$ cat config.mk
export PLATFORM = sky130hd
export DESIGN_NAME = pcm_sync_rx
export DESIGN_NICKNAME = d
export VERILOG_FILES = /design/src/rtl/pcm_sync_rx_pkg.sv /design/src/rtl/pcm_sync_rx_dp.sv /design/src/rtl/pcm_sync_rx_ctrl.sv /design/src/rtl/pcm_sync_rx.sv
export SDC_FILE = /design/constraint.sdc
export NUM_CORES = 1
export LEC_CHECK = 0
export CAP_MARGIN = 20
export CORE_ASPECT_RATIO = 0.6
export CORE_MARGIN = 1.5
export CORE_UTILIZATION = 48
export CTS_CLUSTER_SIZE = 14
export DETAILED_ROUTE_END_ITERATION = 16
export PLACE_DENSITY = 0.76
export SLEW_MARGIN = 5
export SYNTH_ARGS = -nofsm -noshare
export SYNTH_HDL_FRONTEND = slang
export SYNTH_HIERARCHICAL = 1
export SYNTH_SLANG_ARGS = --single-unit
$ cat constraint.sdc
create_clock -name clk -period 1.9 [get_ports clk]
set_input_delay 0.285 -clock clk [delete_from_list [all_inputs] [get_ports clk]]
set_output_delay 0.285 -clock clk [all_outputs]
set_load 0.02 [all_outputs]
$ cat src/rtl/pcm_sync_rx_pkg.sv
package pcm_sync_rx_pkg;

  // Strobes from control to datapath, one bundle per bit clock
  typedef struct packed {
    logic start;   // load the first bit, count restarts at one
    logic shift;   // shift in one more bit
    logic commit;  // with shift: this is the last bit, publish the word
  } rxStrobe_t;

  typedef enum logic [1:0] {
    ST_IDLE = 2'd0,
    ST_ARM  = 2'd1,  // short sync seen, data starts next edge
    ST_RUN  = 2'd2
  } rxState_t;

endpackage

$ cat src/rtl/pcm_sync_rx_dp.sv
module pcm_sync_rx_dp
  import pcm_sync_rx_pkg::*;
#(
  parameter int MAX_W    = 16,
  parameter int NARROW_W = 8
) (
  input  logic             clk,
  input  logic             rstN,
  input  logic             serData,
  input  logic             cfgWide,
  input  rxStrobe_t        strobe,
  output logic             lastBit,
  output logic [MAX_W-1:0] word,
  output logic             wordValid
);

  localparam int CNT_W = $clog2(MAX_W);
  localparam logic [CNT_W-1:0] LAST_WIDE   = CNT_W'(MAX_W - 1);
  localparam logic [CNT_W-1:0] LAST_NARROW = CNT_W'(NARROW_W - 1);

  logic [MAX_W-1:0] shiftReg;
  logic [MAX_W-1:0] shiftNext;
  logic [CNT_W-1:0] bitCnt;

  assign shiftNext = {shiftReg[MAX_W-2:0], serData};
  assign lastBit   = (bitCnt == (cfgWide ? LAST_WIDE : LAST_NARROW));

  always_ff @(posedge clk or negedge rstN) begin
    if (!rstN) begin
      shiftReg  <= '0;
      bitCnt    <= '0;
      word      <= '0;
      wordValid <= 1'b0;
    end else begin
      wordValid <= strobe.commit;
      if (strobe.start) begin
        shiftReg <= {{(MAX_W-1){1'b0}}, serData};
        bitCnt   <= CNT_W'(1);
      end else if (strobe.shift) begin
        shiftReg <= shiftNext;
        bitCnt   <= strobe.commit ? '0 : bitCnt + CNT_W'(1);
        if (strobe.commit) word <= shiftNext;
      end
    end
  end

  // A narrow word never carries upper bits
  p_word_narrow_r4: assert property (@(posedge clk) disable iff (!rstN)
    (wordValid && !cfgWide) |-> (word[MAX_W-1:NARROW_W] == '0));

  // The published word moves only together with the strobe
  p_word_hold_r5: assert property (@(posedge clk) disable iff (!rstN)
    (word != $past(word)) |-> wordValid);

endmodule

$ cat src/rtl/pcm_sync_rx_ctrl.sv
module pcm_sync_rx_ctrl
  import pcm_sync_rx_pkg::*;
(
  input  logic      clk,
  input  logic      rstN,
  input  logic      frameSync,
  input  logic      cfgLongSync,
  input  logic      cfgInvSync,
  input  logic      lastBit,
  output rxStrobe_t strobe,
  output logic      frameErr
);

  rxState_t state, stateNext;
  logic syncIn, syncPrev, syncRise;
  logic chkHigh, chkHighNext;
  logic errNow;

  assign syncIn   = frameSync ^ cfgInvSync;
  assign syncRise = syncIn && !syncPrev;

  always_comb begin
    stateNext   = state;
    strobe      = '0;
    errNow      = 1'b0;
    chkHighNext = 1'b0;
    if (syncRise) begin
      // a new frame wins over whatever was in progress
      errNow = (state != ST_IDLE);
      if (cfgLongSync) begin
        strobe.start = 1'b1;
        chkHighNext  = 1'b1;
        stateNext    = ST_RUN;
      end else begin
        stateNext = ST_ARM;
      end
    end else if (chkHigh && !syncIn) begin
      errNow    = 1'b1;
      stateNext = ST_IDLE;
    end else begin
      unique case (state)
        ST_ARM: begin
          strobe.start = 1'b1;
          stateNext    = ST_RUN;
        end
        ST_RUN: begin
          strobe.shift  = 1'b1;
          strobe.commit = lastBit;
          if (lastBit) stateNext = ST_IDLE;
        end
        default: ;
      endcase
    end
  end

  always_ff @(posedge clk or negedge rstN) begin
    if (!rstN) begin
      state    <= ST_IDLE;
      syncPrev <= 1'b1;  // a sync already active at reset release is not an edge
      chkHigh  <= 1'b0;
      frameErr <= 1'b0;
    end else begin
      state    <= stateNext;
      syncPrev <= syncIn;
      chkHigh  <= chkHighNext;
      frameErr <= errNow;
    end
  end

  // Long-sync capture only begins after an inactive sample
  p_start_after_low_r9: assert property (@(posedge clk) disable iff (!rstN)
    (strobe.start && cfgLongSync) |-> !$past(syncIn));

  // A long sync that drops on its second edge is reported
  p_min_high_r7: assert property (@(posedge clk) disable iff (!rstN)
    (chkHigh && !syncIn) |=> frameErr);

endmodule

$ cat src/rtl/pcm_sync_rx.sv
module pcm_sync_rx
  import pcm_sync_rx_pkg::*;
#(
  parameter int MAX_W    = 16,
  parameter int NARROW_W = 8
) (
  input  logic             clk,
  input  logic             rstN,
  input  logic             serData,
  input  logic             frameSync,
  input  logic             cfgLongSync,
  input  logic             cfgInvSync,
  input  logic             cfgWide,
  output logic [MAX_W-1:0] word,
  output logic             wordValid,
  output logic             frameErr
);

  rxStrobe_t strobe;
  logic      lastBit;

  pcm_sync_rx_ctrl u_ctrl (
    .clk        (clk),
    .rstN       (rstN),
    .frameSync  (frameSync),
    .cfgLongSync(cfgLongSync),
    .cfgInvSync (cfgInvSync),
    .lastBit    (lastBit),
    .strobe     (strobe),
    .frameErr   (frameErr)
  );

  pcm_sync_rx_dp #(.MAX_W(MAX_W), .NARROW_W(NARROW_W)) u_dp (
    .clk      (clk),
    .rstN     (rstN),
    .serData  (serData),
    .cfgWide  (cfgWide),
    .strobe   (strobe),
    .lastBit  (lastBit),
    .word     (word),
    .wordValid(wordValid)
  );

  // An errored edge never also delivers a word
  p_err_excl_valid_r8: assert property (@(posedge clk) disable iff (!rstN)
    frameErr |-> !wordValid);

endmodule

== After elaboration in Yosys (flattened, before gate mapping) ==
Index checks and enable logic that the tools add are counted.

* Multiplexer cells: 20
* Equality and inequality tests: 4
* Reduce and logical (&&, ||, !) cells: 9
* $add $sub $neg: 1
* Bitwise operators: 2

{| class="wikitable"
|+ Operator list
! operator !! number
|-
| 15-bit 2-to-1 mux || 2
|-
| 4-bit 2-to-1 mux || 4
|-
| 2-bit 2-to-1 mux || 6
|-
| 1-bit 2-to-1 mux || 6
|-
| 4-bit by 1-bit adder with 4-bit output (second input constant) || 1
|-
| 4-bit equality test || 1
|-
| 4-bit by 1-bit != test with 1-bit output (second input constant) || 1
|-
| 2-bit one-hot mux with 2 select lines || 1
|-
| 2-bit nonzero test || 2
|-
| 4-bit nonzero test || 1
|-
| 3-bit 2-to-1 mux || 1
|-
| 3-bit AND reduction || 1
|-
| 2-bit by 1-bit equality test with 1-bit output (second input constant) || 1
|-
| 2-bit equality test (second input constant) || 1
|-
| 1-bit logical AND || 2
|-
| 1-bit zero test || 2
|-
| 2-bit AND reduction || 1
|-
| 1-bit inverter || 1
|-
| 1-bit bitwise XOR || 1
|}

* Register bits after elaboration: 41
* Input port bits: 7
* Logic and storage cells: 44

== Longest topological paths before layout ==
* Depth in word-level cells: 8
* Mapped depth: 9
* Gate-level depth less buffers: 7

== Modules after synthesis ==
The synthesis kept the hierarchy.

{| class="wikitable"
|+ By module, submodules not included
! module !! area each (um^2) !! seq. area each (um^2) !! times used !! cells an instance
|-
| pcm_sync_rx_dp || 1511.4 || 900.9 || 1 || 107
|-
| pcm_sync_rx_ctrl || 306.5 || 126.4 || 1 || 28
|}

== Worst setup path after synthesis ==
Ideal clock, no wire load.

* Kind: input port to flip-flop
* From: input cfgInvSync
* To: register u_dp.word[10]
* Cell stages on the path: 9
* Setup slack: 49 ps
* Required time: 1775 ps
* Arrival time: 1726 ps
* Cells stage by stage: xnor2_2 inv_2 and3_2 a21o_2 buf_6 inv_4 nand3_4 buf_6 mux2_4

{| class="wikitable"
|+ RTL lines
! what !! line !! RTL
|-
| start, declared || pcm_sync_rx.sv:12 || <nowiki>input logic cfgInvSync,</nowiki>
|-
| end signal, assigned || pcm_sync_rx_dp.sv:42 || <nowiki>if (strobe.commit) word <= shiftNext;</nowiki>
|-
| end, declared || pcm_sync_rx_dp.sv:13 || <nowiki>output logic [MAX_W-1:0] word,</nowiki>
|}

==> results.yml <==
outcome:
  status: "finished clean"
clocking:
  numCtsBuffers: 5
  clockBufferDepth: 2
  root_buffer: "clkbuf_8"
  clock-sinks: 41
  cts_hold_buf: 0
  clkTransAtPathRegs_ns: 0.07
  htreeDepth: 2
  insertion_delay_ns: 0.29
  cts_tree: "built"
logic_synthesis:
  syn_area_um2: 1820
  synth-edff-count: 0
  synth_cells: 135
  synth.ff_latch_count: 41
  ys_warn_count: 6
  synthArstFlopShare_pct: 100
  synth.distinct_cells: 33
  syn_avg_cell_area_um2: 13.5
  seq_area_frac_synth_pct: 56.5
  synth_flop_cell: "dfrtp_1"
  syn_nets: 146
timing:
  finalSetupViolations: 0
  fin_crit_sh_pct: 94.0
  fin_setup_tns_ns: 0
  grt_setup_unrepaired: "false"
  fin_ws_ns: 0.114
  finClkSkew_ns: 0.00815
  fmax_mhz: 560
  finalHoldViolCount: 0
  slew_headroom_pct: 65.7
  worst_pin_slew_ns: 0.515
  slew_viol_final: 0
  min_period_ns: 1.79
power_and_ir_drop:
  finalPower_w: 0.00252
  powerDensity_nw_per_um2: 1060
  leakagePower_nw: 1.17
  vdd_drop_max_v: 0.000590
final_layout:
  fillers: 253
  layout-drive-gt1-share_pct: 30.2
  layout_commonest_cell: "dfrtp_1"
  final_nets: 190
  synthToLayoutAreaGrowth_pct: 30.7
  design_area_um2: 2380
  antennaDiodeCount: 0
  multi_input_area_um2: 741
  seqCellArea_um2: 1030
  layout_common_cells: "dfrtp_1 (40), clkdlybuf4s50_1 (21), mux2i_1 (15), nor2_1 (15), buf_4 (13)"
  final_core_util_pct: 65.3
grt:
  busiest_layer: "met2"
  grt_pass1_wl_um: 5730
  grt_pass1_vias: 1199
  antenna_found_initial: 0
  grt_overflow: 0
  use_met2_pct: 28.5
  grt_max_degree: 42
  use_met3_pct: 6.36
  use_met1_pct: 25.9
  track_usage_pct: 19.1
worst_setup_path:
  r2r-start: "u_dp/bitCnt[0]"
  worstPathArrival_ns: 1.96
  required_ns: 2.08
  rr_worst_depth: 6
  critPathMaxFanout: 6
  criticalPathCategory: "reg -> reg"
  timing.rr.end: "u_dp/word[4]"
  r2r_slack_ns: 0.11
  endpoint_kind: "register"
  start_kind: "register"
drt:
  postRouteAntennaNets: 0
  dr.pass1.iters: 4
  routed_wl_um: 3530
  vias: 1182
  drc_errors: 0
  routedWlPerCell_um: 15.6
  initialDrtViolationCount: 66
  vias_per_cell: 5.23
die:
  start_util_pct: 50.0
  die_w_um: 82.5
  fp.dieH_um: 50.7
  die-area_um2: 4180
  coreArea_um2: 3640
  ioPinCount: 25
  row_count: 17
placed_design:
  pre_cts_slack_ns: -0.305
  io_buffers: 24
  dpl_cell_area_um2: 2220
  hpwl_um: 2340
  routabilityCongestion: 0.815
min_path:
  hp-class: "in -> async"
job:
  drv_cap: 0
[worst max-delay path, cell delays in order, from the launching register on]
cell and delay (ns):
dfrtp_1 0.43, ha_1 0.25, and3_1 0.20, and3_4 0.20, nand3_4 0.11, buf_6 0.15
mux2_2 0.33
[layer usage]
layer / wire, um / part of all wire (%)
met1: 1690 / 48
met3: 200 / 5.7
met4: 42 / 1.2
met2: 1600 / 45
met5: 0 / 0
[synthesized netlist by cell type (2+ instances only)]
master     n  area (um2)
mux2i_1   15         150
nor2_1    16        60.1
and3_2     2        15.0
nand3b_1   2        15.0
nand3_1    2        10.0
inv_1      5        18.8
mux2_4    10         150
mux2_2     7        78.8
dfrtp_1   40        1000
buf_6      3        33.8
ha_1       4        50.1
a21oi_1    4        20.0
nand2_1    5        18.8
[cell type report]
type	instances	share of cell area [%]
Clock buffer	7	3.63
Inverter	7	1.21
Multi-Input combinational cell	82	31.2
Sequential cell	41	43.2
Tap cell	47	2.47
Timing Repair Buffer	42	18.3
[where the power goes]
group          internal, W  total (W)  switching [W]
clock network     0.000288   0.000561       0.000273
logic             0.000427   0.000845       0.000418
registers          0.00101    0.00111       0.000107
[through the flow]
step                instances  hold WS [ns]
finish                    226        0.0442
floorplan                 135       -0.0106
CTS                       223        0.0608
global route              226        0.0755
global placement          216         0.366
detailed placement        216         0.374
[what timing repair did]
| action | CTS | global route |
|---|---|---|
| resized for setup | 0 | 7 |
| endpoints found under the setup margin | 1 | 30 |
| buffers inserted | 0 | 2 |
| gates cloned | 0 | 1 |
| pin swaps | 0 | 3 |
[sequential cells by signal, indices dropped and copies added (netlist names)]
name	count
u_dp/bitCnt	4
u_ctrl/chkHigh	1
u_ctrl/syncPrev	1
u_dp/wordValid	1
u_ctrl/state	2
u_dp/shiftReg	15
u_ctrl/frameErr	1
u_dp/word	16
[how the worst max path moves through the flow]
stage / start / end / slack [ns] / cells past startpoint
after floorplan: cfgInvSync / u_dp/word[10] / 0.05 / 9
after global placement: cfgInvSync / u_dp/word[1] / -0.25 / 9
after detailed placement: cfgInvSync / u_dp/word[4] / -0.31 / 9
after CTS: cfgInvSync / u_dp/bitCnt[3] / -0.001 / 9
after global routing: u_dp/bitCnt[0] / u_dp/word[3] / 0.06 / 6
final: u_dp/bitCnt[0] / u_dp/word[4] / 0.11 / 6
[kinds of logic (layout without fill, tap and decap cells)]
| group | after synthesis | count (layout) | share of synthesized area (%) |
|---|---|---|---|
| xor+xnor | 2 | 2 | 1.38 |
| simple gates | 31 | 31 | 8.53 |
| buf+inv | 12 | 56 | 4.06 |
| mux | 33 | 33 | 22.1 |
| flops | 41 | 41 | 56.5 |
| compound gates | 12 | 12 | 4.68 |
| fa+ha+maj | 4 | 4 | 2.75 |
No activity file was read; power rests on OpenSTA's default activity.
